## src/rtl/rx_char_fifo.sv

```systemverilog
module rx_char_fifo #(
  parameter int DEPTH = 16,
  parameter int CW    = 8,
  parameter int EW    = 4
) (
  input  logic          clk,
  input  logic          rst_n,
  input  logic          fifo_en,
  input  logic          push_valid,
  input  logic [CW-1:0] push_char,
  input  logic [EW-1:0] push_err,
  input  logic          push_break,
  output logic          ready,
  input  logic          pop,
  input  logic          status_clr,
  output logic [CW+EW-1:0] head,
  output logic [EW-1:0] rx_status,
  output logic          empty,
  output logic          full,
  output logic          rx_irq
);
  localparam int AW   = $clog2(DEPTH);
  localparam int CNTW = AW + 1;
  localparam int ENTW = CW + EW;
  localparam logic [ENTW-1:0] BREAK_ENT = ENTW'(1) << (CW + 2);
  localparam logic [CNTW-1:0] CAP_BUF  = CNTW'(DEPTH);
  localparam logic [CNTW-1:0] CAP_HOLD = CNTW'(1);

  logic [ENTW-1:0] mem [DEPTH];
  logic [AW-1:0]   rd_ptr;
  logic [CNTW-1:0] count, cnt_n, cap;
  logic            en_q, irq_q;
  logic [EW-1:0]   sts_q;

  wire flush    = fifo_en ^ en_q;
  assign cap    = en_q ? CAP_BUF : CAP_HOLD;
  assign ready  = count < cap;
  assign empty  = count == '0;
  assign full   = count == cap;
  assign head   = mem[rd_ptr];
  assign rx_status = sts_q;
  assign rx_irq = irq_q;

  wire push_ok = push_valid && ready && !flush;
  wire pop_ok  = pop && !flush;
  wire pop_mv  = pop_ok && !empty;
  wire [AW-1:0] wr_ptr = rd_ptr + count[AW-1:0];

  always_comb begin
    cnt_n = count;
    if (push_ok) cnt_n = cnt_n + CNTW'(1);
    if (pop_mv)  cnt_n = cnt_n - CNTW'(1);
  end

  always_ff @(posedge clk or negedge rst_n) begin
    if (!rst_n) begin
      en_q   <= 1'b0;
      count  <= '0;
      rd_ptr <= '0;
      irq_q  <= 1'b0;
      sts_q  <= '0;
      for (int i = 0; i < DEPTH; i++) mem[i] <= '0;
    end else begin
      en_q <= fifo_en;
      if (flush) begin
        count  <= '0;
        rd_ptr <= '0;
      end else begin
        count <= cnt_n;
        if (pop_mv) rd_ptr <= rd_ptr + AW'(1);
      end
      if (push_ok) mem[wr_ptr] <= push_break ? BREAK_ENT : {push_err, push_char};
      if (pop_ok) sts_q <= head[ENTW-1:CW];
      else if (status_clr) sts_q <= '0;
      if (push_ok && cnt_n == CNTW'(1)) irq_q <= 1'b1;
      else if (pop_ok && cnt_n == '0) irq_q <= 1'b0;
    end
  end

  assert_flags_excl_R2: assert property (@(posedge clk) disable iff (!rst_n)
    !(empty && full));
  assert_no_overflow_R5: assert property (@(posedge clk) disable iff (!rst_n)
    count <= CAP_BUF);
  assert_drop_push_R5: assert property (@(posedge clk) disable iff (!rst_n)
    (push_valid && !ready && !pop && !flush) |=> $stable(count));
  assert_empty_pop_R8: assert property (@(posedge clk) disable iff (!rst_n)
    (pop && empty && !push_valid && !flush) |=> $stable(head));
  assert_irq_rise_R7: assert property (@(posedge clk) disable iff (!rst_n)
    $rose(rx_irq) |-> $past(push_valid));
  assert_status_clr_R9: assert property (@(posedge clk) disable iff (!rst_n)
    (status_clr && !pop) |=> rx_status == '0);
endmodule

```

## config.mk

```make
export PLATFORM = sky130hd
export DESIGN_NAME = rx_char_fifo
export DESIGN_NICKNAME = d
export VERILOG_FILES = /design/src/rtl/rx_char_fifo.sv
export SDC_FILE = /design/constraint.sdc
export NUM_CORES = 1
export LEC_CHECK = 0
export BUFFER_PORTS_ARGS = -buffer_cell sky130_fd_sc_hd__buf_4
export CAP_MARGIN = 10
export CELL_PAD_IN_SITES_DETAIL_PLACEMENT = 1
export CELL_PAD_IN_SITES_GLOBAL_PLACEMENT = 2
export CORE_MARGIN = 1
export CORE_UTILIZATION = 35
export DETAILED_ROUTE_END_ITERATION = 16
export PLACE_DENSITY = 0.76
export SLEW_MARGIN = 20
export SYNTH_ARGS = -nofsm -noshare
export SYNTH_HDL_FRONTEND = slang
export SYNTH_SLANG_ARGS = --single-unit
```

## constraint.sdc

```tcl
create_clock -name clk -period 4 [get_ports clk]
set_clock_uncertainty 0.1 [all_clocks]
set_input_delay 0.4 -clock clk [delete_from_list [all_inputs] [get_ports clk]]
set_output_delay 0.4 -clock clk [all_outputs]
set_load 0.05 [all_outputs]
```

== Word level (Yosys, flattened, before mapping) ==
Index checks and enable logic that the tools add are counted.

* Equal/unequal tests: 2
* Shift operators: 0
* Multipliers: 0
* Reduce and logical (&&, ||, !) cells: 14
* Bitwise logic cells: 3
* Multiplexer cells: 17
* Magnitude comparators: 4
* Div/mod/pow operators: 0
* Add/sub/neg operators: 4

{| class="wikitable"
|+ Operator list
! cell !! count
|-
| bitwise mux 192 bit || 1
|-
| binary-select mux 12 bit (select 4 bit) || 1
|-
| demux 12 bit (select 4 bit) || 1
|-
| 2-to-1 mux 12 bit || 4
|-
| 2-to-1 mux 5 bit || 4
|-
| 2-to-1 mux 4 bit || 4
|-
| greater-or-equal comparator 5 bit (second input constant) || 2
|-
| logical NOT 5 bit || 2
|-
| inverter 4 -> 5 bit || 2
|-
| logical AND 1 bit || 7
|-
| nonzero test 2 bit || 3
|-
| adder 5 x 1 -> 5 bit (second input constant) || 1
|-
| == test 5 x 1 -> 1 bit (second input constant) || 1
|-
| == test 5 bit || 1
|-
| < comparator 5 x 1 -> 1 bit (second input constant) || 1
|-
| < comparator 5 bit || 1
|-
| subtractor 5 x 1 -> 5 bit (second input constant) || 1
|-
| adder 4 x 1 -> 4 bit (second input constant) || 1
|-
| adder 4 bit || 1
|-
| logical NOT 1 bit || 2
|-
| 2-to-1 mux 1 bit || 2
|-
| bitwise XOR 1 bit || 1
|}

* Flip-flop bits (word level): 207
* Input bits: 19
* Word-level logic and storage cells: 65
* RAM bits: 0
* Output and inout bits: 20
* Memories: 0
* Latch bits: 0
* Memory bits (read-only): 0

== Logic depth before layout (Yosys ltp) ==
Gate-level depths: netlist of run 1.

* Word-level depth: 11
* Depth in mapped cells: 10
* Mapped depth without buffers: 10

== Worst setup path before layout of run 1 ==
No wires, ideal clock.

* Path kind: register -> register
* Start: register count[0]
* End: register irq_q, in the netlist rx_irq
* Clock period less this slack: 3,001 ps
* Arrival: 2,820 ps
* Buffers on the path: 0
* Library setup time: 81 ps
* Cell stages (with the launch flop): 11
* Data required time: 3,819 ps
* Slack: 999 ps
* Cell sequence: dfrtp_1 -> inv_1 -> ha_1 -> or4b_4 -> a211oi_4 -> xnor2_1 -> ha_1 -> nand2_1 -> or4b_1 -> o211a_1 -> o211ai_2

* Longest elaborated chain between the ends: 9
* Elaborated cells between the ends (all ways): 16
* Classes of those cells: 2 x add/sub; 1 x order compare; 1 x eq/ne; 3 x mux; 9 x reduce/logical

{| class="wikitable"
|+ Ends and longest elaborated chain
! item !! line !! RTL
|-
| from (decl) || 31 || <nowiki>logic [CNTW-1:0] count, cnt_n, cap;</nowiki>
|-
| from (signal assigned) || 69 || <nowiki>count <= cnt_n;</nowiki>
|-
| < comparator 5 bit || 37 || <nowiki>assign ready = count < cap;</nowiki>
|-
| logical AND 1 bit (2 in a row) || 44 || <nowiki>wire push_ok = push_valid && ready && !flush;</nowiki>
|-
| 2-to-1 mux 5 bit || 51 || <nowiki>if (push_ok) cnt_n = cnt_n + CNTW'(1);</nowiki>
|-
| subtractor 5 x 1 -> 5 bit || 52 || <nowiki>if (pop_mv) cnt_n = cnt_n - CNTW'(1);</nowiki>
|-
| 2-to-1 mux 5 bit || 52 ||
|-
| == test 5 x 1 -> 1 bit / logical NOT 5 bit (equally long branches) || 75, 76 ||
|-
| logical AND 1 bit (on tied branches) || 75, 76 ||
|-
| 2-to-1 mux 1 bit / nonzero test 2 bit (equally long branches) || -- ||
|-
| to (signal assigned) || 60 || <nowiki>irq_q <= 1'b0;</nowiki>
|-
| to (signal assigned) || 75 || <nowiki>if (push_ok && cnt_n == CNTW'(1)) irq_q <= 1'b1;</nowiki>
|-
| to (signal assigned) || 76 || <nowiki>else if (pop_ok && cnt_n == '0) irq_q <= 1'b0;</nowiki>
|-
| to (decl) || 32 || <nowiki>logic en_q, irq_q;</nowiki>
|}

Several ways; a longest one is shown, not always the timed one.
A chain may end at the register's enable or synchronous reset.

== Final worst setup path of run 1 ==
* Start: register rd_ptr[1]
* End: output head[5]

* Longest elaborated chain between the ends: 4

{| class="wikitable"
|+ Ends and longest elaborated chain
! item !! line !! RTL
|-
| from (decl) || 30 || <nowiki>logic [AW-1:0] rd_ptr;</nowiki>
|-
| from (signal assigned) || 70 || <nowiki>if (pop_mv) rd_ptr <= rd_ptr + AW'(1);</nowiki>
|-
| inverter 4 -> 5 bit (not written as such) || 40 || <nowiki>assign head = mem[rd_ptr];</nowiki>
|-
| binary-select mux 12 bit (select 4 bit) || 40 ||
|-
| 2-to-1 mux 12 bit (not written as such) (2 in a row) || 40 ||
|-
| to (decl) || 16 || <nowiki>output logic [CW+EW-1:0] head,</nowiki>
|}

No other way between the ends. The select of a mux whose other input is x is not followed.

==> results of run 1 <==
-- where the power goes --
group | total [mW] | switching, mW | leakage, nW | internal (mW)
clock | 2.07 | 0.885 | 0.354 | 1.18
sequential | 2.80 | 0.256 | 2.83 | 2.54
combinational | 2.50 | 1.46 | 1.92 | 1.05
total | 7.37 | 2.60 | 5.11 | 4.77
-- sequential cells by signal, indices dropped and copies added (netlist names) --
signal     cells
rx_status      4
mem          192
rd_ptr         4
count          5
en_q           1
rx_irq         1
-- per-stage QoR --
step | power, mW | hold WS, ps | utilization, % | worst slack [ps]
floorplan | 4.63 | 4.41 | - | 999
global placement | 5.30 | 360 | 38.5 | 761
detailed placement | 5.37 | 368 | 38.5 | 650
CTS | 7.47 | 46.9 | 41.2 | 431
global route | 7.80 | 78.5 | 41.2 | 332
finish | 7.37 | 58.4 | 41.2 | 515
-- placed cells by master, fill, tap and decap left out, types with 12 or more instances in the layout --
master / synthesis / routed
a21oi_1: 13 / 13
a221oi_1: 24 / 24
a22oi_1: 12 / 12
buf_4: 8 / 68
clkbuf_16: 0 / 24
dfrtp_1: 207 / 206
mux2_2: 110 / 110
mux2i_1: 50 / 50
mux4_2: 24 / 24
nand2_1: 95 / 95
nand2b_1: 16 / 16
nor2_1: 19 / 19
nor2b_1: 14 / 13
o21ai_0: 73 / 73
o21ai_1: 16 / 16
-- per-layer routing --
metal  routed length (µm)  global-route usage, %  vias to the layer above
met4                  611                   4.82                        0
li1                     -                      -                     3024
met1                12500                   27.3                     3349
met5                    0                      0                        -
met2                12200                   31.3                      113
met3                  941                   2.30                       37
-- logic make-up after synthesis --
family                     synth area share, %
AOI/OAI and AO/OA                         9.07
xor gates and xnor gates                  1.68
adders and majority gates                 1.34
buffers and inverters                     3.16
DFF                                       52.4
muxes                                     23.2
and+or+nand+nor                           9.21
-- how the worst max path moves through the flow --
| stage | end | from | depth (start not counted) | slack, ps |
|---|---|---|---|---|
| finish | head[5] | rd_ptr[1] | 7 | 510 |
| global route | head[1] | rd_ptr[1] | 7 | 330 |
| CTS | head[1] | rd_ptr[1] | 7 | 430 |
| detailed placement | mem[33] | count[0] | 8 | 650 |
| global placement | rx_irq | count[0] | 11 | 760 |
| floorplan | rx_irq | count[0] | 10 | 1000 |
-- worst min-delay path, cell delays in order --
cell	delay [ps]
buf_4	90
nand2b_1	90
o21ai_0	60
-- final cells by class --
class | count | area [µm²]
clock buffer | 33 | 674
clock inverter | 7 | 71.3
fill | 3041 | 16300
inverter | 7 | 26.3
multi-input combinational | 541 | 4420
sequential | 207 | 5180
tap | 378 | 473
timing repair buffer | 74 | 604
-- what timing repair did --
item,4_1_cts,5_1_grt
setup buffers,0,0
endpoints found under the hold margin,105,0
hold buffers,2,0
endpoints found under the setup margin,0,0
==> reports/metrics.csv, run 1 <==
stage;metric;value;unit
run_status;status;complete, no violations;
critical_path;Most Frequent Cell on Critical Path;buf_4;
sta;worst rel slew slack;29.1;%
synthesis;Synth area leaders;dfrtp_1 (52%), mux2_2 (13%), mux4_2 (5.5%);
floorplanning;Die Height;170;µm
floorplanning;Die W;170;µm
critical_path;Reg2Reg Setup Slack;690;ps
routing;1st-pass router iterations;4;
critical_path;Reg2Reg Depth;8;
job;total of max-cap violations;0;
power;P per Cell Area;643;mW/mm²
synthesis;Netlist Area Pre-Place;0.00989;mm²
place;placed cells;1205;
global_routing;initial antenna violation count;0;
routing;vias;6523;
hold_path;hold_sp;status_clr;
critical_path;worst-path fanout max;29;
place;count of input and output buffers;38;
final_layout;Post-Layout Cell Count;1247;
sta;Tcrit/Tclk final;87.1;%
final_layout;share of post-route cells with drive strength above 1;29.8;%
synthesis;Mapped Nets;848;
hold_path;Hold Path Class;input pin to register;
floorplanning;Core Region;0.0278;mm²
synthesis;leading area contributor after synthesis;dfrtp_1;
synthesis;Unique masters post-synth;48;
place;GPL Wtd Cong;0.750;
clocking;CTS Buf Count;24;
critical_path;CP bufs+invs;3;
floorplanning;Initial Util;35.6;%
place;DP Wirelength;16700;µm
global_routing;vias in the first global route;7082;
routing;routed vias/inst;5.23;
final_layout;number of antenna diodes;0;
place;Placed Instance Area;0.0107;mm²
power;Lkg Pwr;5.11;nW
synthesis;most used flip-flop cell after synthesis;dfrtp_1;
critical_path;Top delay family on crit path;simple AND/OR/NAND/NOR gates;
sta;RSZ-0062 raised after global routing;no;
final_layout;design area;0.0115;mm²
hold_path;hold path endpoint;rx_status[3];
critical_path;WS Path Type;register to primary output;
clocking;CTS tree;yes;
sta;Max Slew Vio Count;0;
routing;Antenna Nets Post-Route;0;
routing;mean routed wirelength per cell;21.0;µm
global_routing;grt ovf;0;
final_layout;Nets;884;
critical_path;critical path data arrival time;2990;ps
clocking;Clock Pin Slew Worst Setup and Hold Paths;60;ps
sta;worst slew pin tran;1060;ps
critical_path;Startpoint Class;register;
critical_path;Slowest cell on crit path;nor2b_2;
power;Peak VDD IR;313;µV
routing;drt total wl;26200;µm
global_routing;first-pass GRT wire length;42600;µm
critical_path;Worst Setup End Kind;primary output;
floorplanning;I/O pin total;39;
sta;post-route minimum period;3490;ps
critical_path;reg-to-reg endpoint;mem[33];
synthesis;EDFF count, synth;0;
synthesis;Post-Syn Instances;819;
clocking;root buf cell;clkbuf_16;
synthesis;YS warnings;0;
clocking;clock tree buffer depth;3;
clocking;Num Clock Sinks;207;
routing;DR iter-0 viols;250;
floorplanning;die area;0.0289;mm²
clocking;H-tree depth;1;
global_routing;total track usage;19.3;%
routing;Remaining DRCs;0;
synthesis;Commonest cells post-synth;dfrtp_1 (207), mux2_2 (110), nand2_1 (95), o21ai_0 (73), mux2i_1 (50);
hold_path;worst hold path cell count;3;
global_routing;largest net degree at the start of global routing;108;
sta;Final Hold Fails;0;
synthesis;Async S/R FF share, synth;100;%
floorplanning;Rows;61;
critical_path;Critical Path, Cell by Cell;buf_4, nor2b_2, buf_4, a221oi_1, o21ai_0, nand2_1, buf_4;
final_layout;area growth from synthesis to layout;15.8;%
clocking;post_cts resized;0;
critical_path;reg2reg start;count[0];
sta;fmax;0.287;GHz
synthesis;Avg Cell Area, Syn;12.1;µm²
clocking;Clock Latency Late Sink;530;ps
sta;# setup viols final;0;
critical_path;CP Data Required Time;3500;ps
synthesis;register area share after synthesis;52.4;%
synthesis;most frequent cell after synthesis;dfrtp_1;
sta;Fin Setup TNS;0;ps
synthesis;area share of the leading cell type in the synthesized netlist;52.4;%
synthesis;Synth Register Bits;207;
critical_path;largest stage delay on the critical path;830;ps
No activity file was read; power rests on OpenSTA's default activity.
==> run 2, diff against run 1 <==
--- a/config.mk
+++ b/config.mk
@@ -10,10 +10,11 @@
 export CELL_PAD_IN_SITES_DETAIL_PLACEMENT = 1
 export CELL_PAD_IN_SITES_GLOBAL_PLACEMENT = 2
 export CORE_MARGIN = 1
-export CORE_UTILIZATION = 35
+export CORE_UTILIZATION = 40
 export DETAILED_ROUTE_END_ITERATION = 16
-export PLACE_DENSITY = 0.76
+export PLACE_DENSITY = 0.84
 export SLEW_MARGIN = 20
 export SYNTH_ARGS = -nofsm -noshare
 export SYNTH_HDL_FRONTEND = slang
 export SYNTH_SLANG_ARGS = --single-unit
+export TNS_END_PERCENT = 10
==> run 2 against run 1 <==
  * Worst hold slack worse by 9.6 ps
  * Clock-buffer cell count is 3 higher
  * Worst setup slack worse by 210 ps
  * Final cell count is 3.4% lower
  * Total power is 3.0% higher
  * Global-route usage is 2.7 points higher
  * Sequential power hardly changed
  * Die area is 12% lower
  * Combinational power hardly changed
  * Critical path depth stayed put
  * First-iteration DRC count is 56% higher
==> reports/metrics.csv, run 2 (synthesis results as in run 1) <==
stage;metric;value;unit;change
routing;1st-pass router iterations;5;;+1
routing;mean routed wirelength per cell;22.2;µm;+5.8%
sta;Tcrit/Tclk final;92.4;%;+5.3 points
clocking;CTS tree;yes;;
floorplanning;I/O pin total;39;;unchanged
hold_path;Hold Path Class;input pin to register;;
global_routing;largest net degree at the start of global routing;79;;-27%
job;total of max-cap violations;0;;unchanged
place;Placed Instance Area;0.0106;mm²;-0.40%
sta;Max Slew Vio Count;0;;unchanged
routing;drt total wl;26800;µm;+2.1%
critical_path;Critical Path Source;rd_ptr[0];;
floorplanning;Rows;57;;-6.6%
clocking;Num Clock Sinks;207;;unchanged
critical_path;critical path data arrival time;3200;ps;+210 ps
final_layout;Filler cells;2541;;-16%
floorplanning;die area;0.0254;mm²;-12%
hold_path;worst hold path cell count;3;;unchanged
critical_path;worst-path fanout max;48;;+66%
critical_path;Worst Setup End Kind;primary output;;
sta;Final WS setup;303;ps;-211 ps
critical_path;CP Data Required Time;3500;ps;about the same
final_layout;max FFs per register;192;;unchanged
clocking;Clock Latency Late Sink;540;ps;about the same
final_layout;most flop-heavy register;mem;;
floorplanning;Initial Util;40.7;%;+5.1 points
clocking;clock tree buffer depth;3;;unchanged
final_layout;area growth from synthesis to layout;16.3;%;
clocking;CTS Buf Count;25;;+4.2%
place;Post-Place Setup Slack;565;ps;-84.3 ps
final_layout;Nets;890;;+0.68%
power;Peak VDD IR;408;µV;+30%
critical_path;WS Path Type;register to primary output;;
place;DP Wirelength;16900;µm;+1.2%
floorplanning;Die Height;159;µm;-6.4%
power;Lkg Pwr;5.18;nW;+1.4%
routing;vias;6647;;+1.9%
final_layout;Post-Layout Cell Count;1204;;-3.4%
sta;worst rel slew slack;20.6;%;-8.4 points
sta;Fin Setup TNS;0;ps;unchanged
power;P per Cell Area;660;mW/mm²;+2.6%
critical_path;Reg2Reg Setup Slack;550;ps;-140 ps
floorplanning;Core Region;0.0243;mm²;-12%
global_routing;initial antenna violation count;0;;unchanged
floorplanning;Die W;159;µm;-6.4%
critical_path;Reg2Reg Depth;7;;-1
sta;post-route minimum period;3700;ps;+211 ps
final_layout;share of post-route cells with drive strength above 1;30.8;%;+0.99 points
clocking;H-tree depth;1;;unchanged
place;GPL Wtd Cong;0.747;;-0.37%
sta;Final Hold Fails;0;;unchanged
routing;routed vias/inst;5.52;;+5.5%
hold_path;hold path endpoint;rx_status[3];;
global_routing;grt ovf;0;;unchanged
clocking;Post-CTS Setup Bufs;0;;unchanged
final_layout;most frequent cells in the layout;dfrtp_1 (206), mux2_2 (110), nand2_1 (95);;
sta;RSZ-0062 raised after global routing;no;;
critical_path;reg2reg start;rd_ptr[1];;
place;count of input and output buffers;38;;unchanged
global_routing;vias in the first global route;7109;;+0.38%
final_layout;commonest non-fill, non-tap cell in the layout;dfrtp_1;;
sta;worst slew pin tran;1180;ps;+126 ps
final_layout;top flop regs;mem: 192 flops, count: 5 flops;;
critical_path;reg-to-reg endpoint;mem[167];;
routing;Antenna Nets Post-Route;0;;unchanged
global_routing;first-pass GRT wire length;42900;µm;+0.60%
sta;Fin Hold WS;48.9;ps;-9.59 ps
place;placed cells;1156;;-4.1%
critical_path;Startpoint Class;register;;
routing;DR iter-0 viols;391;;+56%
clocking;Clock Pin Slew Worst Setup and Hold Paths;60;ps;about the same
sta;# setup viols final;0;;unchanged
clocking;root buf cell;clkbuf_16;;
final_layout;number of antenna diodes;0;;unchanged
routing;Remaining DRCs;0;;unchanged
hold_path;hold_sp;status_clr;;
sta;fmax;0.271;GHz;-5.7%
final_layout;design area;0.0115;mm²;+0.41%
global_routing;total track usage;21.9;%;+2.7 points
run_status;status;complete, no violations;;
## run 2: cell count changes in the layout (fill, tap and decap cells not counted), sizes merged
cell      before  now
clkinvlp       3    2
bufinv         0    1
buf           71   76
inv            7   10
clkbuf        34   37
## run 2: cell type report
cell class / instances / area, µm² / share of cell area (%)
Multi-Input combinational cell: 541 / 4420 / 38.4
Tap cell: 324 / 405 / 3.53
Sequential cell: 207 / 5180 / 45.1
Timing Repair Buffer: 79 / 633 / 5.51
Clock inverter: 10 / 103 / 0.892
Clock buffer: 36 / 727 / 6.32
Inverter: 7 / 26.3 / 0.229
## run 2: worst max path at each step
stage | to | cells after the start | slack, ps
floorplan | rx_irq | 10 | 1000
global placement | head[0] | 7 | 650
detailed placement | head[0] | 7 | 570
CTS | head[0] | 7 | 20
global route | head[0] | 7 | 50
finish | head[0] | 7 | 300
## run 2: critical path: stages (launching register included)
cell and delay (ps):
dfrtp_4 410, buf_6 490, buf_4 580, mux2i_1 170, a221oi_1 480, a22oi_1 180, nand2_1 110, buf_4 200
## run 2: power breakdown
part | switching (mW) | internal [mW]
clock network | 0.940 | 1.34
logic | 1.46 | 1.04
registers | 0.272 | 2.54
total | 2.67 | 4.92
## run 2: per-layer routing
layer  vias to the layer above  part of all wire [%]  track usage (%)  wire, µm
met5                         -                     0                0         0
met4                         0                   2.2             5.07       585
met3                        46                   4.8             3.67      1280
met2                       137                    48             36.5     12900
met1                      3445                    45             30.1     12000
li1                       3019                     -                -         -
## run 2: timing repair
| item | 4_1_cts | 5_1_grt |
|---|---|---|
| endpoints found under the setup margin | 0 | 5 |
| endpoints found under the hold margin | 63 | 0 |
| gates resized for setup | 0 | 1 |
| hold buffers | 2 | 0 |
## run 2: through the flow
stage / utilization [%] / power [mW]
6_report: 47.3 / 7.59
3_5_place_dp: 43.8 / 5.34
5_1_grt: 47.3 / 8.00
4_1_cts: 47.3 / 7.67
3_3_place_gp: 43.8 / 5.27
2_1_floorplan: - / 4.63
==> run 3, diff against run 2 <==
--- a/config.mk
+++ b/config.mk
@@ -9,9 +9,10 @@
 export CAP_MARGIN = 10
 export CELL_PAD_IN_SITES_DETAIL_PLACEMENT = 1
 export CELL_PAD_IN_SITES_GLOBAL_PLACEMENT = 2
-export CORE_MARGIN = 1
+export CORE_MARGIN = 2
 export CORE_UTILIZATION = 40
 export DETAILED_ROUTE_END_ITERATION = 16
+export MAX_ROUTING_LAYER = met4
 export PLACE_DENSITY = 0.84
 export SLEW_MARGIN = 20
 export SYNTH_ARGS = -nofsm -noshare
==> run 3 against run 2 <==
  * Sequential power hardly changed
  * Critical path depth is 2 higher
  * Design area is essentially flat
  * Global-route usage increased by 0.73 points
  * Sequential share of layout area hardly changed
  * Final cell count fell by 0.17%
  * Die area grew 2.5%
==> reports/metrics.csv, run 3 (synthesis results as in run 1) <==
stage;metric;value;unit;change
sta;Fin Setup TNS;0;ps;unchanged
routing;routed vias/inst;5.60;;+1.4%
sta;Max Slew Vio Count;0;;unchanged
critical_path;Startpoint Class;register;;
place;GPL Wtd Cong;0.784;;+4.9%
final_layout;most frequent cells in the layout;dfrtp_1 (206), mux2_2 (110), nand2_1 (95);;
sta;Fin Hold WS;66.9;ps;+18.0 ps
critical_path;Critical Path Source;count[0];;
final_layout;Post-Layout Cell Count;1202;;-0.17%
power;Lkg Pwr;5.17;nW;-0.19%
sta;worst rel slew slack;23.2;%;+2.5 points
clocking;CTS Buf Count;24;;-4.0%
floorplanning;die area;0.0260;mm²;+2.5%
power;P per Cell Area;662;mW/mm²;+0.29%
final_layout;final design utilization;47.2;%;about the same
routing;drt total wl;27800;µm;+3.8%
place;count of input and output buffers;38;;unchanged
sta;RSZ-0062 raised after global routing;no;;
job;total of max-cap violations;0;;unchanged
clocking;H-tree depth;1;;unchanged
critical_path;reg2reg start;count[0];;
clocking;CTS tree;yes;;
critical_path;Reg2Reg Setup Slack;550;ps;about the same
global_routing;first-pass GRT wire length;43800;µm;+2.3%
routing;Remaining DRCs;0;;unchanged
routing;Antenna Nets Post-Route;0;;unchanged
place;Post-Place Setup Slack;583;ps;+17.6 ps
critical_path;Reg2Reg Depth;9;;+2
global_routing;initial antenna violation count;0;;unchanged
hold_path;Hold Path Class;input pin to register;;
clocking;root buf cell;clkbuf_16;;
routing;vias;6726;;+1.2%
place;Placed Instance Area;0.0107;mm²;about the same
critical_path;largest stage delay on the critical path;590;ps;about the same
sta;Tcrit/Tclk final;86.3;%;-6.1 points
clocking;post_cts resized;0;;unchanged
sta;post-route minimum period;3450;ps;-244 ps
power;Total Power;7.60;mW;+0.21%
critical_path;critical path data arrival time;3760;ps;+560 ps
routing;DR iter-0 viols;422;;+7.9%
floorplanning;I/O pin total;39;;unchanged
run_status;status;complete, no violations;;
critical_path;WS Path Type;register to register;;
routing;mean routed wirelength per cell;23.1;µm;+4.0%
critical_path;Worst Setup End Kind;register;;
sta;fmax;0.290;GHz;+7.1%
critical_path;Critical Path, Cell by Cell;inv_1, ha_1, or4b_4, a211oi_4, buf_4, nand3b_1, nor3_2, buf_4, mux2_2;;
global_routing;total track usage;22.7;%;+0.73 points
place;DP Wirelength;17700;µm;+4.9%
critical_path;Slowest cell on crit path;nor3_2;;
floorplanning;Initial Util;40.7;%;unchanged
clocking;Num Clock Sinks;207;;unchanged
global_routing;largest net degree at the start of global routing;84;;+6.3%
floorplanning;Die W;161;µm;+1.3%
final_layout;Nets;890;;unchanged
hold_path;worst hold path cell count;3;;unchanged
clocking;clock tree buffer depth;3;;unchanged
global_routing;vias in the first global route;7211;;+1.4%
sta;worst slew pin tran;1140;ps;-37.3 ps
critical_path;Most Frequent Cell on Critical Path;buf_4;;
floorplanning;Core Region;0.0243;mm²;unchanged
critical_path;crit path to;mem[126];;
final_layout;share of post-route cells with drive strength above 1;30.5;%;-0.27 points
place;placed cells;1157;;+0.087%
final_layout;area growth from synthesis to layout;16.2;%;about the same
clocking;Clock Pin Slew Worst Setup and Hold Paths;60;ps;about the same
final_layout;top flop regs;mem: 192 flops, count: 5 flops;;
final_layout;number of antenna diodes;0;;unchanged
floorplanning;Die Height;161;µm;+1.3%
clocking;Clock Latency Late Sink;520;ps;-20 ps
sta;# setup viols final;0;;unchanged
critical_path;CP Data Required Time;4300;ps;+800 ps
final_layout;design area;0.0115;mm²;about the same
final_layout;commonest non-fill, non-tap cell in the layout;dfrtp_1;;
final_layout;max FFs per register;192;;unchanged
floorplanning;Rows;57;;unchanged
critical_path;worst-path fanout max;8;;-83%
global_routing;grt ovf;0;;unchanged
power;Peak VDD IR;500;µV;+23%
sta;Final Hold Fails;0;;unchanged
final_layout;most flop-heavy register;mem;;
routing;1st-pass router iterations;4;;-1
sta;Final WS setup;547;ps;+244 ps
critical_path;reg-to-reg endpoint;mem[126];;
-- run 3: where the power goes --
part	switching, mW	internal, mW
clock network	0.879	1.36
logic	1.50	1.06
registers	0.271	2.54
total	2.65	4.95
-- run 3: layout make-up --
type | instances | area (µm²)
Clock inverter | 5 | 58.8
Clock buffer | 38 | 754
Tap cell | 324 | 405
Sequential cell | 207 | 5180
Multi-Input combinational cell | 541 | 4420
Timing Repair Buffer | 80 | 637
Fill cell | 2535 | 12800
Inverter | 7 | 26.3
-- run 3: repair_timing --
item                                   CTS  global route
hold buffers                             2             0
endpoints found under the hold margin   81             0
buffers inserted                         0             0
-- run 3: how the worst min path moves through the flow --
stage / start / endpoint / slack [ps]
after floorplan: rst_n / count[0] / 4
after global placement: mem[70] / mem[70] / 360
after detailed placement: mem[66] / mem[66] / 370
after CTS: status_clr / rx_status[3] / 60
after global routing: status_clr / rx_status[2] / 80
final: status_clr / rx_status[3] / 70
-- run 3: critical path, delay by kind of cell (launching register included) --
family                     cells  cell delay, ps
and+or+nand+nor                3            1320
buffers and inverters          3             640
DFF                            1             470
muxes                          1             350
AOI/OAI and AO/OA              1             310
adders and majority gates      1             150
-- run 3: layer usage --
metal | global-route usage, % | wire length, µm
met5 | - | 0
met4 | 5.11 | 501
met3 | 2.80 | 1100
met2 | 36.1 | 13300
met1 | 31.4 | 12900
